## src/rtl/mdxb_pkg.sv

```systemverilog
package mdxb_pkg;

    typedef logic signed [2:0] mscale_t;

    localparam int SCALE_LO = -2;
    localparam int SCALE_HI = 3;

    typedef enum logic [1:0] {
        OP_IDLE  = 2'd0,
        OP_FILL  = 2'd1,
        OP_INV   = 2'd2,
        OP_FLUSH = 2'd3
    } tbl_op_e;

    function automatic logic scale_legal(input mscale_t s);
        return (int'(s) >= SCALE_LO) && (int'(s) <= SCALE_HI);
    endfunction

    // flush beats invalidate beats fill
    function automatic tbl_op_e pick_op(input logic fl, input logic inv,
                                        input logic wr, input logic legal);
        if (fl)
            return OP_FLUSH;
        if (inv)
            return OP_INV;
        if (wr && legal)
            return OP_FILL;
        return OP_IDLE;
    endfunction

endpackage

```

## src/rtl/mdxb_victim.sv

```systemverilog
module mdxb_victim #(
    parameter int N = 16,
    localparam int IDX_W = (N > 1) ? $clog2(N) : 1
) (
    input  logic             clk,
    input  logic             rst,
    input  logic             advance,
    output logic [IDX_W-1:0] ptr
);

    localparam logic [IDX_W-1:0] LAST = IDX_W'(N - 1);

    always_ff @(posedge clk) begin
        if (rst)
            ptr <= '0;
        else if (advance)
            ptr <= (ptr == LAST) ? '0 : ptr + 1'b1;
    end

endmodule

```

## src/rtl/mdxb_entries.sv

```systemverilog
module mdxb_entries import mdxb_pkg::*; #(
    parameter int N      = 16,
    parameter int TAG_W  = 20,
    parameter int BASE_W = 32,
    localparam int IDX_W = (N > 1) ? $clog2(N) : 1
) (
    input  logic              clk,
    input  logic              rst,
    input  tbl_op_e           op,
    input  logic [TAG_W-1:0]  op_tag,
    input  logic [BASE_W-1:0] op_base,
    input  mscale_t           op_scale,
    input  logic [IDX_W-1:0]  victim,
    input  logic [TAG_W-1:0]  look_tag,
    output logic              look_hit,
    output logic [BASE_W-1:0] look_base,
    output mscale_t           look_scale,
    output logic              op_present,
    output logic [N-1:0]      valid_vec
);

    logic [TAG_W-1:0]  tag_q   [N];
    logic [BASE_W-1:0] base_q  [N];
    mscale_t           scale_q [N];
    logic              vld_q   [N];
    logic [N-1:0]      op_match;
    logic [N-1:0]      lk_match;

    assign op_present = |op_match;
    assign look_hit   = |lk_match;

    for (genvar i = 0; i < N; i++) begin : g_slot
        logic wr_sel;

        assign op_match[i]  = vld_q[i] && (tag_q[i] == op_tag);
        assign lk_match[i]  = vld_q[i] && (tag_q[i] == look_tag);
        assign valid_vec[i] = vld_q[i];
        assign wr_sel       = op_present ? op_match[i] : (victim == IDX_W'(i));

        always_ff @(posedge clk) begin
            if (rst) begin
                vld_q[i] <= 1'b0;
            end else begin
                unique case (op)
                    OP_FLUSH: vld_q[i] <= 1'b0;
                    OP_INV:   if (op_match[i]) vld_q[i] <= 1'b0;
                    OP_FILL:  if (wr_sel)      vld_q[i] <= 1'b1;
                    default:  ;
                endcase
            end
        end

        always_ff @(posedge clk) begin
            if (op == OP_FILL && wr_sel) begin
                tag_q[i]   <= op_tag;
                base_q[i]  <= op_base;
                scale_q[i] <= op_scale;
            end
        end
    end

    // tags are unique, so at most one slot matches and OR-ing selects it
    always_comb begin
        look_base  = '0;
        look_scale = '0;
        for (int i = 0; i < N; i++) begin
            if (lk_match[i]) begin
                look_base  = look_base  | base_q[i];
                look_scale = look_scale | scale_q[i];
            end
        end
    end

endmodule

```

## src/rtl/mdxb_xlate.sv

```systemverilog
module mdxb_xlate import mdxb_pkg::*; #(
    parameter int OFF_W  = 12,
    parameter int BASE_W = 32,
    localparam int SH_W  = OFF_W + SCALE_HI
) (
    input  logic [OFF_W-1:0]  off,
    input  logic [BASE_W-1:0] base,
    input  mscale_t           scale,
    output logic [BASE_W-1:0] meta
);

    logic [SH_W-1:0] ext;
    logic [SH_W-1:0] shifted;
    logic [2:0]      code;

    assign ext  = SH_W'(off);
    assign code = scale;

    always_comb begin
        case (code)
            3'b001:  shifted = ext << 1;
            3'b010:  shifted = ext << 2;
            3'b011:  shifted = ext << 3;
            3'b111:  shifted = ext >> 1;
            3'b110:  shifted = ext >> 2;
            default: shifted = ext;
        endcase
    end

    assign meta = base + BASE_W'(shifted);

endmodule

```

## src/rtl/mdat_xbuf.sv

```systemverilog
module mdat_xbuf import mdxb_pkg::*; #(
    parameter int ADDR_W  = 32,
    parameter int OFF_W   = 12,
    parameter int ENTRIES = 16,
    parameter int BASE_W  = 32,
    localparam int TAG_W  = ADDR_W - OFF_W,
    localparam int IDX_W  = (ENTRIES > 1) ? $clog2(ENTRIES) : 1
) (
    input  logic              clk,
    input  logic              rst,
    input  logic              lk_valid,
    input  logic [ADDR_W-1:0] lk_addr,
    input  logic              fill_en,
    input  logic [TAG_W-1:0]  fill_tag,
    input  logic [BASE_W-1:0] fill_base,
    input  logic [2:0]        fill_scale,
    input  logic              inv_en,
    input  logic [TAG_W-1:0]  inv_tag,
    input  logic              flush,
    output logic              rsp_valid,
    output logic              rsp_hit,
    output logic              rsp_miss,
    output logic [BASE_W-1:0] rsp_meta,
    output logic [ADDR_W-1:0] rsp_fault
);

    tbl_op_e           op;
    mscale_t           w_scale;
    logic [TAG_W-1:0]  op_tag;
    logic [IDX_W-1:0]  victim;
    logic              op_present;
    logic              advance;
    logic              hit;
    logic [BASE_W-1:0] hit_base;
    mscale_t           hit_scale;
    logic [BASE_W-1:0] meta;
    logic [ENTRIES-1:0] ent_valid;

    assign w_scale = mscale_t'(fill_scale);
    assign op      = pick_op(flush, inv_en, fill_en, scale_legal(w_scale));
    assign op_tag  = (op == OP_INV) ? inv_tag : fill_tag;
    assign advance = (op == OP_FILL) && !op_present;

    mdxb_victim #(.N(ENTRIES)) u_victim (
        .clk     (clk),
        .rst     (rst),
        .advance (advance),
        .ptr     (victim)
    );

    mdxb_entries #(.N(ENTRIES), .TAG_W(TAG_W), .BASE_W(BASE_W)) u_entries (
        .clk        (clk),
        .rst        (rst),
        .op         (op),
        .op_tag     (op_tag),
        .op_base    (fill_base),
        .op_scale   (w_scale),
        .victim     (victim),
        .look_tag   (lk_addr[ADDR_W-1:OFF_W]),
        .look_hit   (hit),
        .look_base  (hit_base),
        .look_scale (hit_scale),
        .op_present (op_present),
        .valid_vec  (ent_valid)
    );

    mdxb_xlate #(.OFF_W(OFF_W), .BASE_W(BASE_W)) u_xlate (
        .off   (lk_addr[OFF_W-1:0]),
        .base  (hit_base),
        .scale (hit_scale),
        .meta  (meta)
    );

    always_ff @(posedge clk) begin
        if (rst) begin
            rsp_valid <= 1'b0;
            rsp_hit   <= 1'b0;
            rsp_miss  <= 1'b0;
            rsp_meta  <= '0;
            rsp_fault <= '0;
        end else begin
            rsp_valid <= lk_valid;
            rsp_hit   <= lk_valid && hit;
            rsp_miss  <= lk_valid && !hit;
            rsp_meta  <= (lk_valid && hit)  ? meta    : '0;
            rsp_fault <= (lk_valid && !hit) ? lk_addr : '0;
        end
    end

endmodule

```

## config.mk

```make
export PLATFORM = sky130hd
export DESIGN_NAME = mdat_xbuf
export DESIGN_NICKNAME = d
export VERILOG_FILES = /design/src/rtl/mdxb_pkg.sv /design/src/rtl/mdxb_victim.sv /design/src/rtl/mdxb_entries.sv /design/src/rtl/mdxb_xlate.sv /design/src/rtl/mdat_xbuf.sv
export SDC_FILE = /design/constraint.sdc
export NUM_CORES = 1
export LEC_CHECK = 0
export BUFFER_PORTS_ARGS = -buffer_cell sky130_fd_sc_hd__buf_2
export CORE_ASPECT_RATIO = 1.75
export CORE_MARGIN = 1.5
export CORE_UTILIZATION = 60
export CTS_BUF_LIST = sky130_fd_sc_hd__clkbuf_16
export CTS_CLUSTER_SIZE = 40
export DETAILED_ROUTE_END_ITERATION = 8
export PLACE_DENSITY = 0.78
export SETUP_SLACK_MARGIN = 0.02
export SLEW_MARGIN = 0
export SYNTH_ARGS = -nofsm -noshare
export SYNTH_HDL_FRONTEND = slang
export SYNTH_SLANG_ARGS = --single-unit
```

## constraint.sdc

```tcl
create_clock -name clk -period 14.8 [get_ports clk]
set_input_delay 2.96 -clock clk [delete_from_list [all_inputs] [get_ports clk]]
set_output_delay 2.96 -clock clk [all_outputs]
set_load 0.02 [all_outputs]
```

# Yosys cells after proc, flatten, opt, wreduce, memory -nomap -nowiden
# Memories as Yosys holds them, arrays and structs flattened.
# Index checks and enable logic that the tools add are counted.
[word_totals] register_bits=71 latchBits=0 mem_bits_rw=896 mem_bits_ro=0 word_cells=485 mem_count=4
[mem_list] name="u_entries.base_q" depth=16 word_bits=32 rd=16 rd_clocked_by_memory_dff=0 write_ports=16 line="mdxb_entries.sv:23" text="logic [BASE_W-1:0] base_q [N];"
[mem_list] name="u_entries.tag_q" depth=16 word_bits=20 rd=16 rd_clocked_by_memory_dff=0 write_ports=16 line="mdxb_entries.sv:22" text="logic [TAG_W-1:0] tag_q [N];"
[mem_list] name="u_entries.scale_q" depth=16 word_bits=3 rd=16 rd_clocked_by_memory_dff=0 write_ports=16 line="mdxb_entries.sv:24" text="mscale_t scale_q [N];"
[mem_list] name="u_entries.vld_q" depth=16 word_bits=1 rd=16 rd_clocked_by_memory_dff=0 write_ports=16 line="mdxb_entries.sv:25" text="logic vld_q [N];"
[op_classes] addsub=2 n_mul=0 div=0 n_lt_le_gt_ge=2 n_eq_ne=55 n_shift=0 mux=276 bitwise=80 reduce_logical=60
[op_table] cell="== test 20 bit" count=32
[op_table] cell="2-to-1 mux 32 bit" count=16
[op_table] cell="bitwise OR 32 bit" count=15
[op_table] cell="2-to-1 mux 1 bit" count=235
[op_table] cell="case mux 15 bit (5 select lines)" count=1
[op_table] cell="logical AND 1 bit" count=53
[op_table] cell="2-to-1 mux 3 bit" count=16
[op_table] cell="bitwise OR 1 bit" count=48
[op_table] cell="bitwise OR 3 bit" count=15
[op_table] cell="adder 32 x 15 -> 32 bit" count=1
[op_table] cell="== test 4 bit, second input constant" count=8
[op_table] cell="OR reduction 16 bit" count=2
[op_table] cell="2-to-1 mux 20 bit" count=1
[op_table] cell="== test 4 x 3 -> 1 bit, second input constant" count=4
[op_table] cell="2-to-1 mux 2 bit" count=6
[op_table] cell="== test 4 x 2 -> 1 bit, second input constant" count=2
[op_table] cell="== test 3 x 2 -> 1 bit, second input constant" count=2
[op_table] cell="== test 3 bit, second input constant" count=2
[op_table] cell="adder 4 x 1 -> 4 bit, second input constant" count=1
[op_table] cell="== test 2 bit, second input constant" count=2
[op_table] cell="== test 4 x 1 -> 1 bit, second input constant" count=1
[op_table] cell="logical NOT 4 bit" count=1
[op_table] cell="2-to-1 mux 4 bit" count=1
[op_table] cell="OR reduction 2 bit" count=2
[op_table] cell="other kinds (6)" count=8

# Depth between registers and ports, before layout
# Gate-level depths: netlist of run 1.
# An unclocked memory read counts as a cell.
[depth] word_depth=37 ltp_mapped=32

# Cells and area by module
# From an unflattened synthesis of run 1, not the netlist that was laid out.
[unflattened] cells_unflattened=2924 hier_area_um2=43483.0
[by_module_without_submodules] mod="mdxb_entries" n_inst=1 cells_per_inst=2476 area_per_inst_um2=39391.5
[by_module_without_submodules] mod="mdat_xbuf" n_inst=1 cells_per_inst=168 area_per_inst_um2=2253.4
[by_module_without_submodules] mod="mdxb_xlate" n_inst=1 cells_per_inst=261 area_per_inst_um2=1664.1
[by_module_without_submodules] mod="mdxb_victim" n_inst=1 cells_per_inst=19 area_per_inst_um2=173.9

# Worst setup path before layout of run 1
# No wires, ideal clock.
[synth_timing] path_type="input to register" from="input port lk_addr[18]" to="register rsp_meta[26]" setup_time_ns=0.128 t_arrival_ns=8.671 slack_ns=6.001 stages=32 n_path_buf=8 path_cell_list="clkbuf_1 buf_2 xnor2_1 nand4_1 nor2_1 and3_1 clkbuf_1 clkbuf_1 clkbuf_1 a222oi_1 nand4_1 nor2_1 clkbuf_1 clkbuf_1 nand3_1 o21ai_0 ha_1 inv_1 fa_1 nor2b_1 o21ai_0 a21boi_0 o21a_1 a2111oi_0 o21bai_1 a21o_1 a21oi_1 or2_2 clkbuf_1 nor4_1 xnor2_1 nor2_1"
[synth_between] elab_chain_len=36 word_cells_on_any_way=105 cone_classes="add/sub (1); eq/ne (21); mux (33); bitwise (31); reduce/logical (19)"
[synth_lines] element="start: declaration" line="mdat_xbuf.sv:12" text="input logic [ADDR_W-1:0] lk_addr,"
[synth_lines] element="== test 20 bit" line="mdxb_entries.sv:36" text="assign lk_match[i] = vld_q[i] && (tag_q[i] == look_tag);"
[synth_lines] element="logical AND 1 bit" line="mdxb_entries.sv:36"
[synth_lines] element="2-to-1 mux 3 bit" line="mdxb_entries.sv:67" text="if (lk_match[i]) begin"
[synth_lines] element="bitwise OR 3 bit" line="mdxb_entries.sv:69" text="look_scale = look_scale | scale_q[i];"
[synth_lines] element="2-to-1 mux 3 bit" line="mdxb_entries.sv:67"
[synth_lines] element="bitwise OR 3 bit" line="mdxb_entries.sv:69"
[synth_lines] element="2-to-1 mux 3 bit" line="mdxb_entries.sv:67"
[synth_lines] element="bitwise OR 3 bit" line="mdxb_entries.sv:69"
[synth_lines] element="[... 20 more ...]"
[synth_lines] element="2-to-1 mux 3 bit" line="mdxb_entries.sv:67"
[synth_lines] element="bitwise OR 3 bit" line="mdxb_entries.sv:69"
[synth_lines] element="2-to-1 mux 3 bit" line="mdxb_entries.sv:67"
[synth_lines] element="bitwise OR 3 bit" line="mdxb_entries.sv:69"
[synth_lines] element="2-to-1 mux 3 bit" line="mdxb_entries.sv:67"
[synth_lines] element="== test 3 bit (tied with other cells)" line="mdxb_xlate.sv:20" text="case (code)"
[synth_lines] element="case mux 15 bit (5 select lines)" line="mdxb_xlate.sv:20"
[synth_lines] element="adder 32 x 15 -> 32 bit" line="mdxb_xlate.sv:30" text="assign meta = base + BASE_W'(shifted);"
[synth_lines] element="end signal: assignment" line="mdat_xbuf.sv:85" text="rsp_meta <= (lk_valid && hit) ? meta : '0;"
[synth_lines] element="end: declaration" line="mdat_xbuf.sv:23" text="output logic [BASE_W-1:0] rsp_meta,"
# Parallel ways exist; a longest one is shown, timed or not.
# A chain may end at the register's enable or synchronous reset.

# Worst setup path after layout of run 1
[layout_timing] from="input port lk_addr[19]" to="register rsp_meta[23]"
# The elaborated chain is that of the path after synthesis.

==> flow_metrics.py, run 1 <==
metrics = {
    "status": {
        "status": "completed",
    },
    "routing": {
        "vias_per_cell": 6.90,
        "drtAntennaViolNets": 0,
        "drcViolationCount": 0,
        "wl_per_cell_um": 35.6,
        "drt-initial-drc-count": 3491,
        "wl_mm": 143,
        "first_pass_iters": 6,
        "vias": 27600,
    },
    "yosys": {
        "ys_warn_count": 0,
        "async_flop_share_pct": 0,
        "mappedNetlistArea_um2": 41800,
        "synth_edf_count": 896,
        "ys.flop_type": "edfxtp_1",
        "synthCells": 2839,
        "syn_avg_cell_area_um2": 14.7,
        "ys_ff_latch": 967,
        "ys_seq_area_share_pct": 67.8,
        "ys_types": 63,
        "synth_nets": 2973,
    },
    "die": {
        "die_h_um": 352,
        "dieArea_um2": 71300,
        "start_util_pct": 60.8,
        "ios": 180,
        "die_w_um": 202,
        "fp.coreArea_um2": 68600,
        "rows": 127,
    },
    "power_and_ir_drop": {
        "pwr-share-clk_pct": 40.5,
        "intPower_mw": 4.37,
        "seq_power_share_pct": 53.2,
        "ir_worst_vdd_uv": 126,
        "power_density_nw_per_um2": 121,
        "combPwrFrac_pct": 6.3,
        "p_sw_share_pct": 22.7,
        "leakage_nw": 15.6,
        "p_sw_mw": 1.28,
    },
    "timing": {
        "finalClockSkew_ps": 34.9,
        "max_freq_mhz": 100,
        "finalSetupViolations": 0,
        "setup_slack_ps": 4840,
        "rsz0062_at_grt": "no",
        "hold_viol": 0,
        "setup-tns-final_ps": 0,
        "period_share_pct": 67.3,
        "relSlewSlack_pct": 6.75,
        "min_period_ps": 9960,
        "tightestPinTransition_ps": 1390,
        "slew_viol_final": 0,
    },
    "setup_path": {
        "critPathKind": "primary input to register",
        "cp.arrival_ps": 10510,
        "path_max_fanout": 27,
        "reg2regPathDepth": 26,
        "reg2reg_from": "u_entries.tag_q[0][27]$_DFFE_PP_",
        "r2r_slack_ps": 7330,
        "critPathLaunch": "lk_addr[19]",
        "critPathCapture": "rsp_meta[23]$_SDFF_PP0_",
        "cp-end-kind": "register",
        "r2r_end": "rsp_meta[23]$_SDFF_PP0_",
        "startpoint_type": "primary input",
        "required_ps": 15350,
    },
    "clocking": {
        "postCtsSetupRepairBufs": 0,
        "cts.sinks": 967,
        "cts_made_buffers": 83,
        "clk_pin_slew_worst_paths_ps": 70,
        "ctsResizeCount": 0,
        "cts_hold_buf": 0,
        "clk_latency_ps": 680,
        "clk_path_buf_depth": 3,
        "cts_tree": "yes",
        "cts_max_level": 3,
        "cts_root_buffer": "clkbuf_16",
    },
    "grt": {
        "grt_max_degree": 56,
        "grt_first_pass_wirelength_mm": 198,
        "grt_pass1_vias": 27900,
        "grt_usage_pct": 39.9,
        "grt-ovfl-total": 0,
        "antenna_found_initial": 6,
    },
    "final_layout": {
        "num-fill-cells": 4679,
        "area_delta_synth_final_pct": 12.4,
        "fin_nets": 3161,
        "final_common_cell": "edfxtp_1",
        "mostFrequentLayoutCells": "edfxtp_1 (896), xnor2_1 (422), xor2_1 (224)",
        "drive_above_1_share_pct": 14.6,
    },
    "min_path": {
        "worstHoldPathCells": 2,
        "min_path_type": "register to register",
    },
    "job": {
        "maxCapViolCount": 0,
    },
    "place": {
        "dp_hpwl_mm": 83.2,
        "dp_slack_ps": 4320,
        "numPortBuffers": 179,
        "gp_congestion": 0.974,
    },
}
## layer usage
| metal | track usage (%) | vias up | wire [um] |
|---|---|---|---|
| met5 | 0 | - | 33 |
| met4 | 32.4 | 6 | 13300 |
| met3 | 7.64 | 650 | 15000 |
| met2 | 66.3 | 2118 | 69800 |
| met1 | 44.5 | 13700 | 44500 |
| li1 | - | 11200 | - |
## power by group through the flow
stage	logic, mW	registers, mW	clock network [mW]
global placement	0.342	3.07	0
CTS	0.348	3.01	2.30
detailed placement	0.346	3.07	0
floorplan	0.171	3.07	0
global route	0.366	3.01	2.40
finish	0.359	3.01	2.29
## worst min path at each step
stage                                 start                           end
6_report       u_victim.ptr[1]$_SDFFE_PP0P_  u_victim.ptr[1]$_SDFFE_PP0P_
5_1_grt        u_victim.ptr[0]$_SDFFE_PP0P_  u_victim.ptr[0]$_SDFFE_PP0P_
4_1_cts        u_victim.ptr[1]$_SDFFE_PP0P_  u_victim.ptr[1]$_SDFFE_PP0P_
3_5_place_dp   u_victim.ptr[1]$_SDFFE_PP0P_  u_victim.ptr[1]$_SDFFE_PP0P_
3_3_place_gp   u_victim.ptr[0]$_SDFFE_PP0P_  u_victim.ptr[0]$_SDFFE_PP0P_
2_1_floorplan  u_victim.ptr[0]$_SDFFE_PP0P_  u_victim.ptr[0]$_SDFFE_PP0P_
## synth_stat cells, drive strengths merged (21+ instances only)
master | count | area (um2)
edfxtp | 896 | 26900
xnor2 | 422 | 3700
xor2 | 224 | 1960
a22oi | 126 | 946
nand4 | 115 | 734
nor4 | 103 | 659
nand3 | 92 | 460
buf | 84 | 399
dfxtp | 71 | 1420
and2 | 70 | 438
nor2 | 68 | 255
nand2 | 64 | 240
clkbuf | 63 | 236
inv | 50 | 188
mux2i | 44 | 440
a222oi | 40 | 400
o21ai | 37 | 185
a221oi | 36 | 315
a22o | 29 | 254
a21oi | 25 | 125
nor3 | 24 | 140
a21o | 21 | 158
## kinds of logic (layout without fill, tap and decap cells)
group	Yosys count	in the layout	synth area share (%)
buf+inv	197	456	1.97
simple gates	602	602	8.20
fa+ha+maj	21	21	0.647
mux	51	51	1.24
xor+xnor	646	646	13.5
other cells	0	3	0
flops	967	967	67.8
compound gates	355	355	6.58
## worst max-delay path, stage by stage
cell and delay, ps:
buf_2 650, xor2_1 150, nor4_1 430, nand4_1 240, nor3_4 710, buf_4 560, a221o_1 240, a221oi_1 50
nand3_1 170, buf_4 290, nand2_1 370, mux2_2 380, nand2_1 80, o21ai_0 90, ha_1 280, a21o_1 200
a211oi_1 260, nor2_1 100, o21ai_0 430, nor3_1 150, o31a_1 280, o21ai_0 210, nand2b_1 200, a31oi_1 630
nor4b_1 150, xnor2_1 170, nor2_1 50
## registers in the layout (all words and copies together) (netlist names)
register,cells
rsp_valid,1
rsp_miss,1
rsp_hit,1
rsp_fault,32
rsp_meta,32
u_entries.vld_q,16
u_entries.base_q,512
u_entries.scale_q,48
u_victim.ptr,4
u_entries.tag_q,320
## layout make-up
type / instances / area (um2) / share of cell area (%)
flip-flops and latches: 967 / 28300 / 60.3
multi-input cells: 1675 / 13000 / 27.7
well taps: 903 / 1130 / 2.41
clock buffers: 87 / 2180 / 4.64
inverters: 50 / 188 / 0.400
diodes: 3 / 7.51 / 0.0160
repair buffers: 250 / 1430 / 3.04
clock inverters: 69 / 698 / 1.49
## metrics by stage
step | util, % | power, mW | hold slack (ps) | instance area (um2) | std cells
floorplan | - | 3.24 | 501 | 41800 | 2839
finish | 68.4 | 5.66 | 571 | 46900 | 4004
global route | 68.4 | 5.77 | 607 | 46900 | 4002
global placement | 64.2 | 3.41 | 526 | 44100 | 3845
detailed placement | 64.2 | 3.41 | 558 | 44100 | 3845
CTS | 68.4 | 5.65 | 571 | 46900 | 4001
(Power assumes the default switching activity.)
==> run 2: changes to the inputs <==
clock period = 10.1 ns   (was 14.8 ns; I/O delays follow)
==> flow_metrics.py, run 2 (synthesis results as in run 1) <==
metrics = {
    "status": {
        "status": "completed",
    },
    "die": {
        "start_util_pct": 60.8,
        "rows": 127,
        "die_w_um": 202,
        "ios": 180,
        "dieArea_um2": 71300,
        "die_h_um": 352,
        "fp.coreArea_um2": 68600,
    },
    "timing": {
        "max_freq_mhz": 114,
        "hold_ws_ps": 596,
        "finalClockSkew_ps": 22.7,
        "hold_viol": 0,
        "slew_viol_final": 0,
        "min_period_ps": 8740,
        "setup-tns-final_ps": 0,
        "relSlewSlack_pct": 10.7,
        "rsz0062_at_grt": "no",
        "period_share_pct": 86.6,
        "tightestPinTransition_ps": 1340,
        "setup_slack_ps": 1360,
        "finalSetupViolations": 0,
    },
    "final_layout": {
        "final_util_pct": 68.5,
        "fin_nets": 3190,
        "drive_above_1_share_pct": 15.3,
        "final_area_um2": 47000,
        "final_common_cell": "edfxtp_1",
        "reg.largest.list": "u_entries.base_q (512), u_entries.tag_q (320), u_entries.scale_q (48)",
        "largest-register": "u_entries.base_q",
        "multi_input_area_um2": 13000,
        "mostFrequentLayoutCells": "edfxtp_1 (896), xnor2_1 (422), xor2_1 (224)",
        "largest_reg_flops": 512,
        "num-fill-cells": 4674,
        "register_area_um2": 28300,
        "area_delta_synth_final_pct": 12.6,
        "instances_no_fill": 4034,
    },
    "routing": {
        "drt-initial-drc-count": 3697,
        "drcViolationCount": 0,
        "first_pass_iters": 8,
        "drtAntennaViolNets": 0,
        "vias": 27800,
        "wl_per_cell_um": 36.0,
        "vias_per_cell": 6.89,
        "wl_mm": 145,
    },
    "setup_path": {
        "required_ps": 10610,
        "r2r_end": "rsp_meta[26]$_SDFF_PP0_",
        "cp.arrival_ps": 9260,
        "critPathKind": "primary input to register",
        "critPathCapture": "rsp_meta[26]$_SDFF_PP0_",
        "r2r_slack_ps": 2850,
        "reg2regPathDepth": 26,
        "critPathLaunch": "lk_addr[30]",
        "path_max_fanout": 17,
        "reg2reg_from": "u_entries.tag_q[3][28]$_DFFE_PP_",
        "startpoint_type": "primary input",
        "cp-end-kind": "register",
    },
    "power_and_ir_drop": {
        "p_sw_share_pct": 23.3,
        "leakage_nw": 15.7,
        "pwr-share-clk_pct": 39.1,
        "power_density_nw_per_um2": 173,
        "intPower_mw": 6.23,
        "ir_worst_vdd_uv": 208,
        "seq_power_share_pct": 54.3,
        "combPwrFrac_pct": 6.6,
        "total_power_mw": 8.12,
        "p_sw_mw": 1.89,
    },
    "grt": {
        "antenna_found_initial": 9,
        "grt_pass1_vias": 28200,
        "grt-ovfl-total": 0,
        "grt_usage_pct": 40.9,
        "grt_first_pass_wirelength_mm": 202,
        "grt_max_degree": 56,
    },
    "clocking": {
        "ctsResizeCount": 0,
        "cts_made_buffers": 84,
        "cts_hold_buf": 0,
        "cts_tree": "yes",
        "clk_latency_ps": 670,
        "cts_root_buffer": "clkbuf_16",
        "cts_max_level": 3,
        "clk_pin_slew_worst_paths_ps": 70,
        "cts.sinks": 967,
        "clk_path_buf_depth": 3,
        "postCtsSetupRepairBufs": 0,
    },
    "place": {
        "placedCellCount": 3873,
        "gp_congestion": 1.02,
        "numPortBuffers": 179,
        "dp_slack_ps": 1030,
        "dpl_cell_area_um2": 44300,
        "dp_hpwl_mm": 91.2,
    },
    "min_path": {
        "hold_start": "u_victim.ptr[0]$_SDFFE_PP0P_",
        "min_path_type": "register to register",
    },
    "job": {
        "maxCapViolCount": 0,
    },
}
-- run 2: changes by cell type in the layout (fill, tap and decap cells not counted), sizes merged, moves of 2 or more --
cell / before / now
clkbuf: 87 / 85
inv: 70 / 75
clkinv: 33 / 39
buf: 250 / 278
clkinvlp: 5 / 3
bufinv: 11 / 5
-- run 2: critical path: stages --
cell	delay, ps
buf_2	490
buf_4	350
xor2_1	100
nor4_1	430
nand2_1	200
nor3_4	750
a221o_1	290
a221oi_1	50
nand3_1	250
buf_4	300
mux2i_1	130
o21ai_0	180
ha_1	210
inv_1	70
fa_1	440
nor2b_1	170
o21ai_0	150
a21boi_0	370
o21a_1	300
a2111oi_0	140
o21bai_1	440
a21o_1	220
a21oi_1	140
or2_2	420
nor4_1	370
xnor2_1	170
nor2_1	80
-- run 2: layout make-up --
| type | instances | share of cell area (%) |
|---|---|---|
| inverter | 50 | 0.399 |
| tap | 903 | 2.40 |
| clock inverter | 72 | 1.16 |
| clock buffer | 85 | 4.52 |
| timing repair buffer | 278 | 3.62 |
| sequential | 967 | 60.3 |
| antenna | 4 | 0.0213 |
| multi-input combinational | 1675 | 27.6 |
-- run 2: worst min-delay path by stage --
stage | to | slack [ps] | cells after the start
2_1_floorplan | u_victim.ptr[0]$_SDFFE_PP0P_ | 500 | 2
3_3_place_gp | u_victim.ptr[0]$_SDFFE_PP0P_ | 520 | 2
3_5_place_dp | u_victim.ptr[0]$_SDFFE_PP0P_ | 570 | 2
4_1_cts | u_victim.ptr[0]$_SDFFE_PP0P_ | 580 | 2
5_1_grt | u_victim.ptr[1]$_SDFFE_PP0P_ | 620 | 2
6_report | u_victim.ptr[0]$_SDFFE_PP0P_ | 600 | 2
-- run 2: power groups by stage --
stage	Sequential, mW	Combinational [mW]	Clock, mW
global placement	4.49	0.512	0
detailed placement	4.49	0.518	0
finish	4.41	0.538	3.18
global route	4.40	0.546	3.32
CTS	4.41	0.520	3.18
floorplan	4.49	0.251	0
-- run 2: metal layers --
layer,GRT usage [%],wire [um]
met1,45.8,45100
met2,67.3,70300
met4,33.8,14000
met5,0,35
met3,7.90,15800
